--- src/rtl/txclk_pkg.sv ---
package txclk_pkg;
  parameter int DIV_W    = 3;
  parameter int MID_MUL  = 5;
  parameter int LOW_MUL  = 50;
  parameter int SEL_BIT  = 4;
  parameter int DLY_LSB  = 5;
  parameter int DLY_W    = 2;
  parameter int DIV_LSB  = DLY_LSB + DLY_W;
  parameter int GATE_BIT = DIV_LSB + DIV_W;
  parameter int CNT_W    = $clog2(((1 << DIV_W) - 1) * LOW_MUL + 1);

  typedef struct packed {
    logic             tick;
    logic             run;
    logic [CNT_W-1:0] halfLen;
  } dpStrobe_t;
endpackage

--- src/rtl/txclk_ctrl.sv ---
module txclk_ctrl
  import txclk_pkg::*;
(
  input  logic        clk,
  input  logic        rst,
  input  logic        wrEn,
  input  logic [31:0] wrData,
  input  logic        srcTick0,
  input  logic        srcTick1,
  input  logic [1:0]  linkSpeed,
  input  logic        boundary,
  output logic [31:0] rdData,
  output logic [DLY_W-1:0] txDelay,
  output logic        gateBit,
  output dpStrobe_t   strb
);
  logic             selR, gateR;
  logic [DLY_W-1:0] dlyR;
  logic [DIV_W-1:0] divR;
  logic             selS, runS;
  logic [CNT_W-1:0] halfS;
  logic [DIV_W-1:0] divEff;
  logic [CNT_W-1:0] spdMul, halfNext;
  logic             unusedBits;

  assign unusedBits = ^{wrData[31:GATE_BIT+1], wrData[SEL_BIT-1:0]};

  // value 0 of the divider field acts as 1
  assign divEff = (divR == '0) ? DIV_W'(1) : divR;

  always_comb begin
    unique case (linkSpeed)
      2'b00:   spdMul = CNT_W'(LOW_MUL);
      2'b01:   spdMul = CNT_W'(MID_MUL);
      default: spdMul = CNT_W'(1);
    endcase
  end

  assign halfNext = CNT_W'(divEff) * spdMul;

  always_ff @(posedge clk) begin
    if (rst) begin
      selR  <= 1'b0;
      gateR <= 1'b0;
      dlyR  <= '0;
      divR  <= '0;
      selS  <= 1'b0;
      runS  <= 1'b0;
      halfS <= '0;
    end else begin
      if (wrEn) begin
        selR  <= wrData[SEL_BIT];
        gateR <= wrData[GATE_BIT];
        dlyR  <= wrData[DLY_LSB +: DLY_W];
        divR  <= wrData[DIV_LSB +: DIV_W];
      end
      if (boundary) begin
        selS  <= selR;
        runS  <= gateR;
        halfS <= halfNext;
      end
    end
  end

  always_comb begin
    rdData                      = '0;
    rdData[SEL_BIT]             = selR;
    rdData[DLY_LSB +: DLY_W]    = dlyR;
    rdData[DIV_LSB +: DIV_W]    = divR;
    rdData[GATE_BIT]            = gateR;
  end

  assign txDelay      = dlyR;
  assign gateBit      = gateR;
  assign strb.tick    = selS ? srcTick1 : srcTick0;
  assign strb.run     = runS;
  assign strb.halfLen = halfS;

  // latched settings move only at a period boundary
  p_shadow_hold_r7: assert property (@(posedge clk) disable iff (rst)
    !boundary |=> ($stable(halfS) && $stable(selS) && $stable(runS)));

  // reset clears the readable register
  p_reset_clear_r9: assert property (@(posedge clk)
    rst |=> (rdData == '0 && txDelay == '0));
endmodule

--- src/rtl/txclk_dp.sv ---
module txclk_dp
  import txclk_pkg::*;
(
  input  logic      clk,
  input  logic      rst,
  input  dpStrobe_t strb,
  output logic      txClk,
  output logic      boundary
);
  logic [CNT_W-1:0] cnt;
  logic             clkQ;
  logic             lastTick;

  assign lastTick = strb.tick && (cnt == strb.halfLen - CNT_W'(1));

  always_ff @(posedge clk) begin
    if (rst || !strb.run) begin
      cnt  <= '0;
      clkQ <= 1'b0;
    end else if (strb.tick) begin
      if (lastTick) begin
        cnt  <= '0;
        clkQ <= ~clkQ;
      end else begin
        cnt <= cnt + CNT_W'(1);
      end
    end
  end

  // end of a full period (falling toggle) or stopped
  assign boundary = !strb.run || (lastTick && clkQ);
  assign txClk    = clkQ;

  // tick count stays inside the current half period
  p_cnt_bound_r6: assert property (@(posedge clk) disable iff (rst)
    strb.run |-> (cnt < strb.halfLen));

  // the output moves only on a tick of the chosen parent
  p_edge_on_tick_r1: assert property (@(posedge clk) disable iff (rst)
    !$stable(clkQ) |-> $past(strb.tick));
endmodule

--- src/rtl/txclk_gen.sv ---
module txclk_gen
  import txclk_pkg::*;
(
  input  logic        clk,
  input  logic        rst,
  input  logic        wrEn,
  input  logic [31:0] wrData,
  output logic [31:0] rdData,
  input  logic        srcTick0,
  input  logic        srcTick1,
  input  logic [1:0]  linkSpeed,
  output logic [1:0]  txDelay,
  output logic        txClk
);
  dpStrobe_t strb;
  logic      boundary;
  logic      gateBit;

  txclk_ctrl ctrl_i (
    .clk      (clk),
    .rst      (rst),
    .wrEn     (wrEn),
    .wrData   (wrData),
    .srcTick0 (srcTick0),
    .srcTick1 (srcTick1),
    .linkSpeed(linkSpeed),
    .boundary (boundary),
    .rdData   (rdData),
    .txDelay  (txDelay),
    .gateBit  (gateBit),
    .strb     (strb)
  );

  txclk_dp dp_i (
    .clk     (clk),
    .rst     (rst),
    .strb    (strb),
    .txClk   (txClk),
    .boundary(boundary)
  );

  // a closed gate seen at a boundary parks the output low
  p_gate_park_r4: assert property (@(posedge clk) disable iff (rst)
    (!gateBit && boundary) |=> (!txClk && boundary));
endmodule

--- config.mk ---
export PLATFORM = sky130hd
export DESIGN_NAME = txclk_gen
export DESIGN_NICKNAME = d
export VERILOG_FILES = /design/src/rtl/txclk_pkg.sv /design/src/rtl/txclk_ctrl.sv /design/src/rtl/txclk_dp.sv /design/src/rtl/txclk_gen.sv
export SDC_FILE = /design/constraint.sdc
export NUM_CORES = 1
export LEC_CHECK = 0
export ABC_AREA = 0
export BUFFER_PORTS_ARGS = -buffer_cell sky130_fd_sc_hd__buf_4
export CAP_MARGIN = 10
export CORE_ASPECT_RATIO = 1.2
export CORE_UTILIZATION = 50
export CTS_CLUSTER_DIAMETER = 100
export DETAILED_ROUTE_END_ITERATION = 8
export GPL_TIMING_DRIVEN = 0
export PLACE_DENSITY = 0.8
export SETUP_SLACK_MARGIN = 0.2
export SYNTH_ARGS = -nofsm -noshare
export SYNTH_HDL_FRONTEND = slang
export SYNTH_SLANG_ARGS = --single-unit
--- constraint.sdc ---
create_clock -name clk -period 3.61 [get_ports clk]
set_clock_uncertainty 0.15 [all_clocks]
set_input_delay 0.5415 -clock clk [delete_from_list [all_inputs] [get_ports clk]]
set_output_delay 0.5415 -clock clk [all_outputs]
set_load 0.02 [all_outputs]
# After elaboration in Yosys (flattened, before gate mapping)

Index checks and enable logic that the tools add are counted.

Bitwise gates (word level): 1
Mux-type cells: 4
Multiply operators: 1
Add/sub/neg operators: 2
Reduce and logical (&&, ||, !) cells: 8
Eq/ne operators: 2

Operator list:

| cell                                              | count |
|---|---|
| one-hot mux 6 bit (2 select lines)                | 1 |
| adder 9 x 1 -> 9 bit (second input constant)      | 1 |
| == test 9 bit                                     | 1 |
| multiplier 3 x 6 -> 9 bit                         | 1 |
| two-way mux 9 bit                                 | 1 |
| subtractor 9 x 1 -> 9 bit (second input constant) | 1 |
| zero test 3 bit                                   | 1 |
| two-way mux 3 bit                                 | 1 |
| == test 2 x 1 -> 1 bit (second input constant)    | 1 |
| logical AND 1 bit                                 | 2 |
| zero test 2 bit                                   | 1 |
| logical OR 1 bit                                  | 2 |
| AND reduction 2 bit                               | 1 |
| zero test 1 bit                                   | 1 |
| two-way mux 1 bit                                 | 1 |
| inverter 1 bit                                    | 1 |

Output and inout port bits: 35
Bits of input ports: 39
Logic and storage cells: 27
Register bits after elaboration: 28

# Longest topological paths before layout

Depth in word-level cells: 5
Depth in mapped cells: 13
Mapped depth without buffers: 13

# Hierarchy

Synthesis repeated with hierarchy kept, for this count alone.

Cells, all modules: 233
Area, all modules: 2030.7 um2

Modules (own cells, without submodules):

| module     | sequential area each (um2) | area an instance (um2) | cells each | instances |
|---|---|---|---|---|
| txclk_ctrl | 360.3                      | 1238.7                 | 143        | 1 |
| txclk_dp   | 200.2                      | 792.0                  | 90         | 1 |

# Least setup slack after synthesis

Ideal clock, no wire load.

Path type: input -> register
Start point: in linkSpeed[1]
End point: reg ctrl_i.halfS[6]
Stages: 12
Slack: 728 ps
Library setup time: 121 ps
Data required time: 3339 ps
Buffers on the path: 0
Arrival: 2611 ps
Cells stage by stage: nor2_1 > nor2b_1 > fa_1 > ha_1 > inv_1 > fa_1 > nor2b_1 > o21ai_0 > nand2b_1 > xnor2_1 > nor2_1 > mux2_4

Cells in the longest elaborated chain, start to end: 3
Elaborated cells between the ends (all ways): 4
Those cells by class: mul: 1; eq/ne: 1; mux: 1; reduce/logical: 1

RTL lines:

| element                                                   | RTL line         | source |
|---|---|---|
| start, declared                                           | txclk_gen.sv:11  | `input logic [1:0] linkSpeed,` |
| == test 2 x 1 -> 1 bit or zero test 2 bit (tied branches) | txclk_ctrl.sv:32 | `unique case (linkSpeed)` |
| one-hot mux 6 bit (2 select lines) (*)                    | txclk_ctrl.sv:32 |  |
| multiplier 3 x 6 -> 9 bit (*)                             | txclk_ctrl.sv:39 | `assign halfNext = CNT_W'(divEff) * spdMul;` |
| end signal, assigned                                      | txclk_ctrl.sv:60 | `halfS <= halfNext;` |
| end, declared                                             | txclk_ctrl.sv:21 | `logic [CNT_W-1:0] halfS;` |

Every way passes the cells marked *; elsewhere a longest branch is shown, timed or not.
A chain may end at the register's enable or synchronous reset.

# Final worst setup path

Same ends and word-level chain as after synthesis.

==> flow_metrics.tcl <==
set metrics [dict create \
    area_growth_pct 18.9 \
    worstPathRequired_ps 3640 \
    start_util_pct 51.9 \
    clkTransAtPathRegs_ps 100 \
    dr_total_vias 1597 \
    cts_resized 0 \
    synthSimpleGateAreaFrac_pct 19.5 \
    total_power_mw 0.780 \
    die_w_um 60.4 \
    post_cts_buffers 0 \
    antenna_found_initial 0 \
    ir_drop_mv 0.172 \
    grt_pass1_wl_um 5820 \
    maxSlewHeadroom_pct 64.4 \
    synthAdderAreaFrac_pct 9.91 \
    numClockSinks 28 \
    min_from "ctrl_i.selR" \
    p_switching_mw 0.221 \
    tns_ps 0 \
    drt_first_pass_iters 4 \
    reg2reg_depth 13 \
    holdPathStages 2 \
    synthXorXnorAreaFrac_pct 8.13 \
    num_io_pins 74 \
    wire_per_inst_um 10.4 \
    cts.path.max_buffers 2 \
    finalHoldViolations 0 \
    cts_tree "yes" \
    ys_warn_count 0 \
    synth_top_cell_by_area "dfxtp_1" \
    grt_pass1_vias 1395 \
    nets 338 \
    syn_avg_cell_area_sq_um 8.74 \
    drtAntennaViolNets 0 \
    crit_type "input port to register" \
    clk-insertion-delay-late_ps 280 \
    synth-edff-count 0 \
    p_leak_nw 1.16 \
    hold_path.class "register to register" \
    n_antenna_cell 0 \
    dieArea_sq_um 4350 \
    numCtsBuffers 3 \
    cp_data_arrival_time_ps 2900 \
    synth_top_area_share_pct 27.4 \
    synth_mux_area_share_pct 9.66 \
    max_freq_ghz 0.349 \
    cp-end-kind "register" \
    clkPwrFrac_pct 32.7 \
    synthArstFlopShare_pct 0 \
    period_minus_slack_ps 2870 \
    timing.hold.ws_ps 339 \
    port_buffers 21 \
    yosysSeqAreaShare_pct 27.4 \
    route.detailed.drc 0 \
    ys_types 45 \
    cts_root_buf "clkbuf_8" \
    crit_path_start_kind "input port" \
    gr-total-overflow 0 \
    crit_fanout 5 \
    swShare_pct 28.3 \
    rr_endpoint "ctrl_i.halfS[6]" \
    htreeDepth 1 \
    maxCapViolCount 0 \
    core_sq_um 3940 \
    netlist_instances 234 \
    grt_setup_unrepaired "false" \
    die_y_um 72.1 \
    track_usage_pct 17.4 \
    finalCritPeriodShare_pct 79.4 \
    drt_iter0_drc 40 \
    p_comb_share_pct 24.3 \
    synth_compound_area_share_pct 10.7 \
    post-dp-hpwl_um 2810 \
    status "completed" \
    synth_area_leaders "dfxtp_1 27%, buf_4 11%, ha_1 8.0%" \
    min_to "ctrl_i.selS" \
    rows 25 \
    power_frac_seq_pct 43.0 \
    synth_flop_cell "dfxtp_1" \
    drive_gt1_share_pct 24.0 \
    routed_wl_um 3490 \
    synth_area_sq_um 2050 \
    r2r-start "ctrl_i.divR[1]" \
    synth_top_family_by_area "simple AND/OR/NAND/NOR gates" \
    gpl.final_weighted_congestion 0.748 \
    setup_viol 0 \
    postCtsHoldBufs 0 \
    yosys_register_bits 28 \
    worstMarginPinSlew_ps 533 \
    via_per_inst 4.74 \
    fill_cells 381 \
    p_per_area_nw_per_um2 321 \
    finalMaxSlewViolations 0 \
    grt_max_degree 17 \
    power.internal_mw 0.559 \
    r2r_slack_ps 750 \
]
-- how the worst max path moves through the flow --
stage,depth (start not counted),endpoint,start,slack [ps]
CTS,13,ctrl_i.halfS[6],linkSpeed[1],720
global route,14,ctrl_i.halfS[8],linkSpeed[1],540
finish,13,ctrl_i.halfS[6],linkSpeed[1],740
global placement,13,ctrl_i.halfS[6],linkSpeed[1],460
floorplan,12,ctrl_i.halfS[6],linkSpeed[1],730
detailed placement,13,ctrl_i.halfS[6],linkSpeed[1],400
-- worst max-delay path: stages --
cell      delay, ps
buf_4           120
nor2_1          240
nor2b_1         110
fa_1            520
ha_1            170
inv_1            50
fa_1            390
nor2b_1         110
o21ai_0          80
nand2b_1        120
xnor2_1         120
nor2_1           50
mux2_4          270
-- power groups by stage --
stage | Combinational, mW | Sequential, mW | Clock (mW)
2_1_floorplan | 0.149 | 0.343 | 0
3_3_place_gp | 0.185 | 0.341 | 0
3_5_place_dp | 0.188 | 0.342 | 0
4_1_cts | 0.189 | 0.335 | 0.256
5_1_grt | 0.208 | 0.337 | 0.267
6_report | 0.189 | 0.335 | 0.255
-- layer usage --
layer	share of wire (%)	global-route usage, %	vias up
li1	-	-	832
met1	43	19.6	722
met2	52	30.9	37
met3	4.0	3.03	6
met4	1.7	8.01	0
met5	0	0	-
-- sequential cells by signal, indices dropped and copies added (netlist names) --
signal	cells
ctrl_i.selS	1
ctrl_i.runS	1
ctrl_i.txDelay	2
ctrl_i.divR	3
ctrl_i.selR	1
ctrl_i.gateBit	1
dp_i.txClk	1
dp_i.cnt	9
ctrl_i.halfS	9
-- cells by family (layout without fill, tap and decap cells) --
kind of cell | after synthesis | in the layout
adder cells (fa/ha/maj) | 15 | 15
XOR/XNOR | 19 | 19
flip-flops | 28 | 28
AO/OA/AOI/OAI | 27 | 27
AND/OR/NAND/NOR | 80 | 80
multiplexers | 18 | 18
other | 1 | 25
buffers and inverters | 46 | 71
-- metrics by stage --
step / setup slack, ps / instances / utilization (%) / instance area [sq um]
floorplan: 728 / 258 / - / 2140
CTS: 719 / 337 / 61.7 / 2430
global placement: 458 / 333 / 59.9 / 2360
global route: 535 / 337 / 61.7 / 2430
finish: 742 / 337 / 61.7 / 2430
detailed placement: 401 / 333 / 59.9 / 2360
-- placed cells by master (no fill, tap or decap), types with 3 or more instances in the layout --
| cell | instances |
|---|---|
| a21o_1 | 3 |
| a21oi_1 | 6 |
| buf_4 | 50 |
| clkbuf_1 | 5 |
| clkbuf_8 | 3 |
| conb_1 | 25 |
| dfxtp_1 | 28 |
| ha_1 | 13 |
| inv_1 | 10 |
| mux2_4 | 3 |
| mux2i_1 | 13 |
| nand2_1 | 18 |
| nand3_1 | 5 |
| nand4_1 | 4 |
| nor2_1 | 27 |
| nor2b_1 | 8 |
| nor3_1 | 4 |
| o21ai_0 | 4 |
| xnor2_1 | 9 |
| xor2_1 | 10 |
-- area by class of cell --
class	instances	area, sq um	area share (%)
buffer	36	259	10.6
clock buffer	3	41.3	1.70
clock inverter	1	30.0	1.23
inverter	10	37.5	1.54
multi-input combinational	184	1280	52.6
sequential	28	561	23.0
tap	54	67.6	2.78
timing repair buffer	21	158	6.48
-- Yosys cell counts (2+ instances only) --
library cell,number
mux2_4,3
buf_4,29
clkbuf_1,5
mux2_2,2
nand4_1,4
nand2b_1,2
nand3_1,5
a21o_1,3
xor2_1,10
fa_1,2
nor2_1,27
dfxtp_1,28
inv_1,10
nor3_1,4
a221o_1,2
nand2_1,18
xnor2_1,9
o21ai_0,4
nor2b_1,8
and3b_1,2
a21oi_1,6
nor3b_1,2
mux2i_1,13
and2_1,2
buf_6,2
ha_1,13
Power figures use the tool's default switching activity.
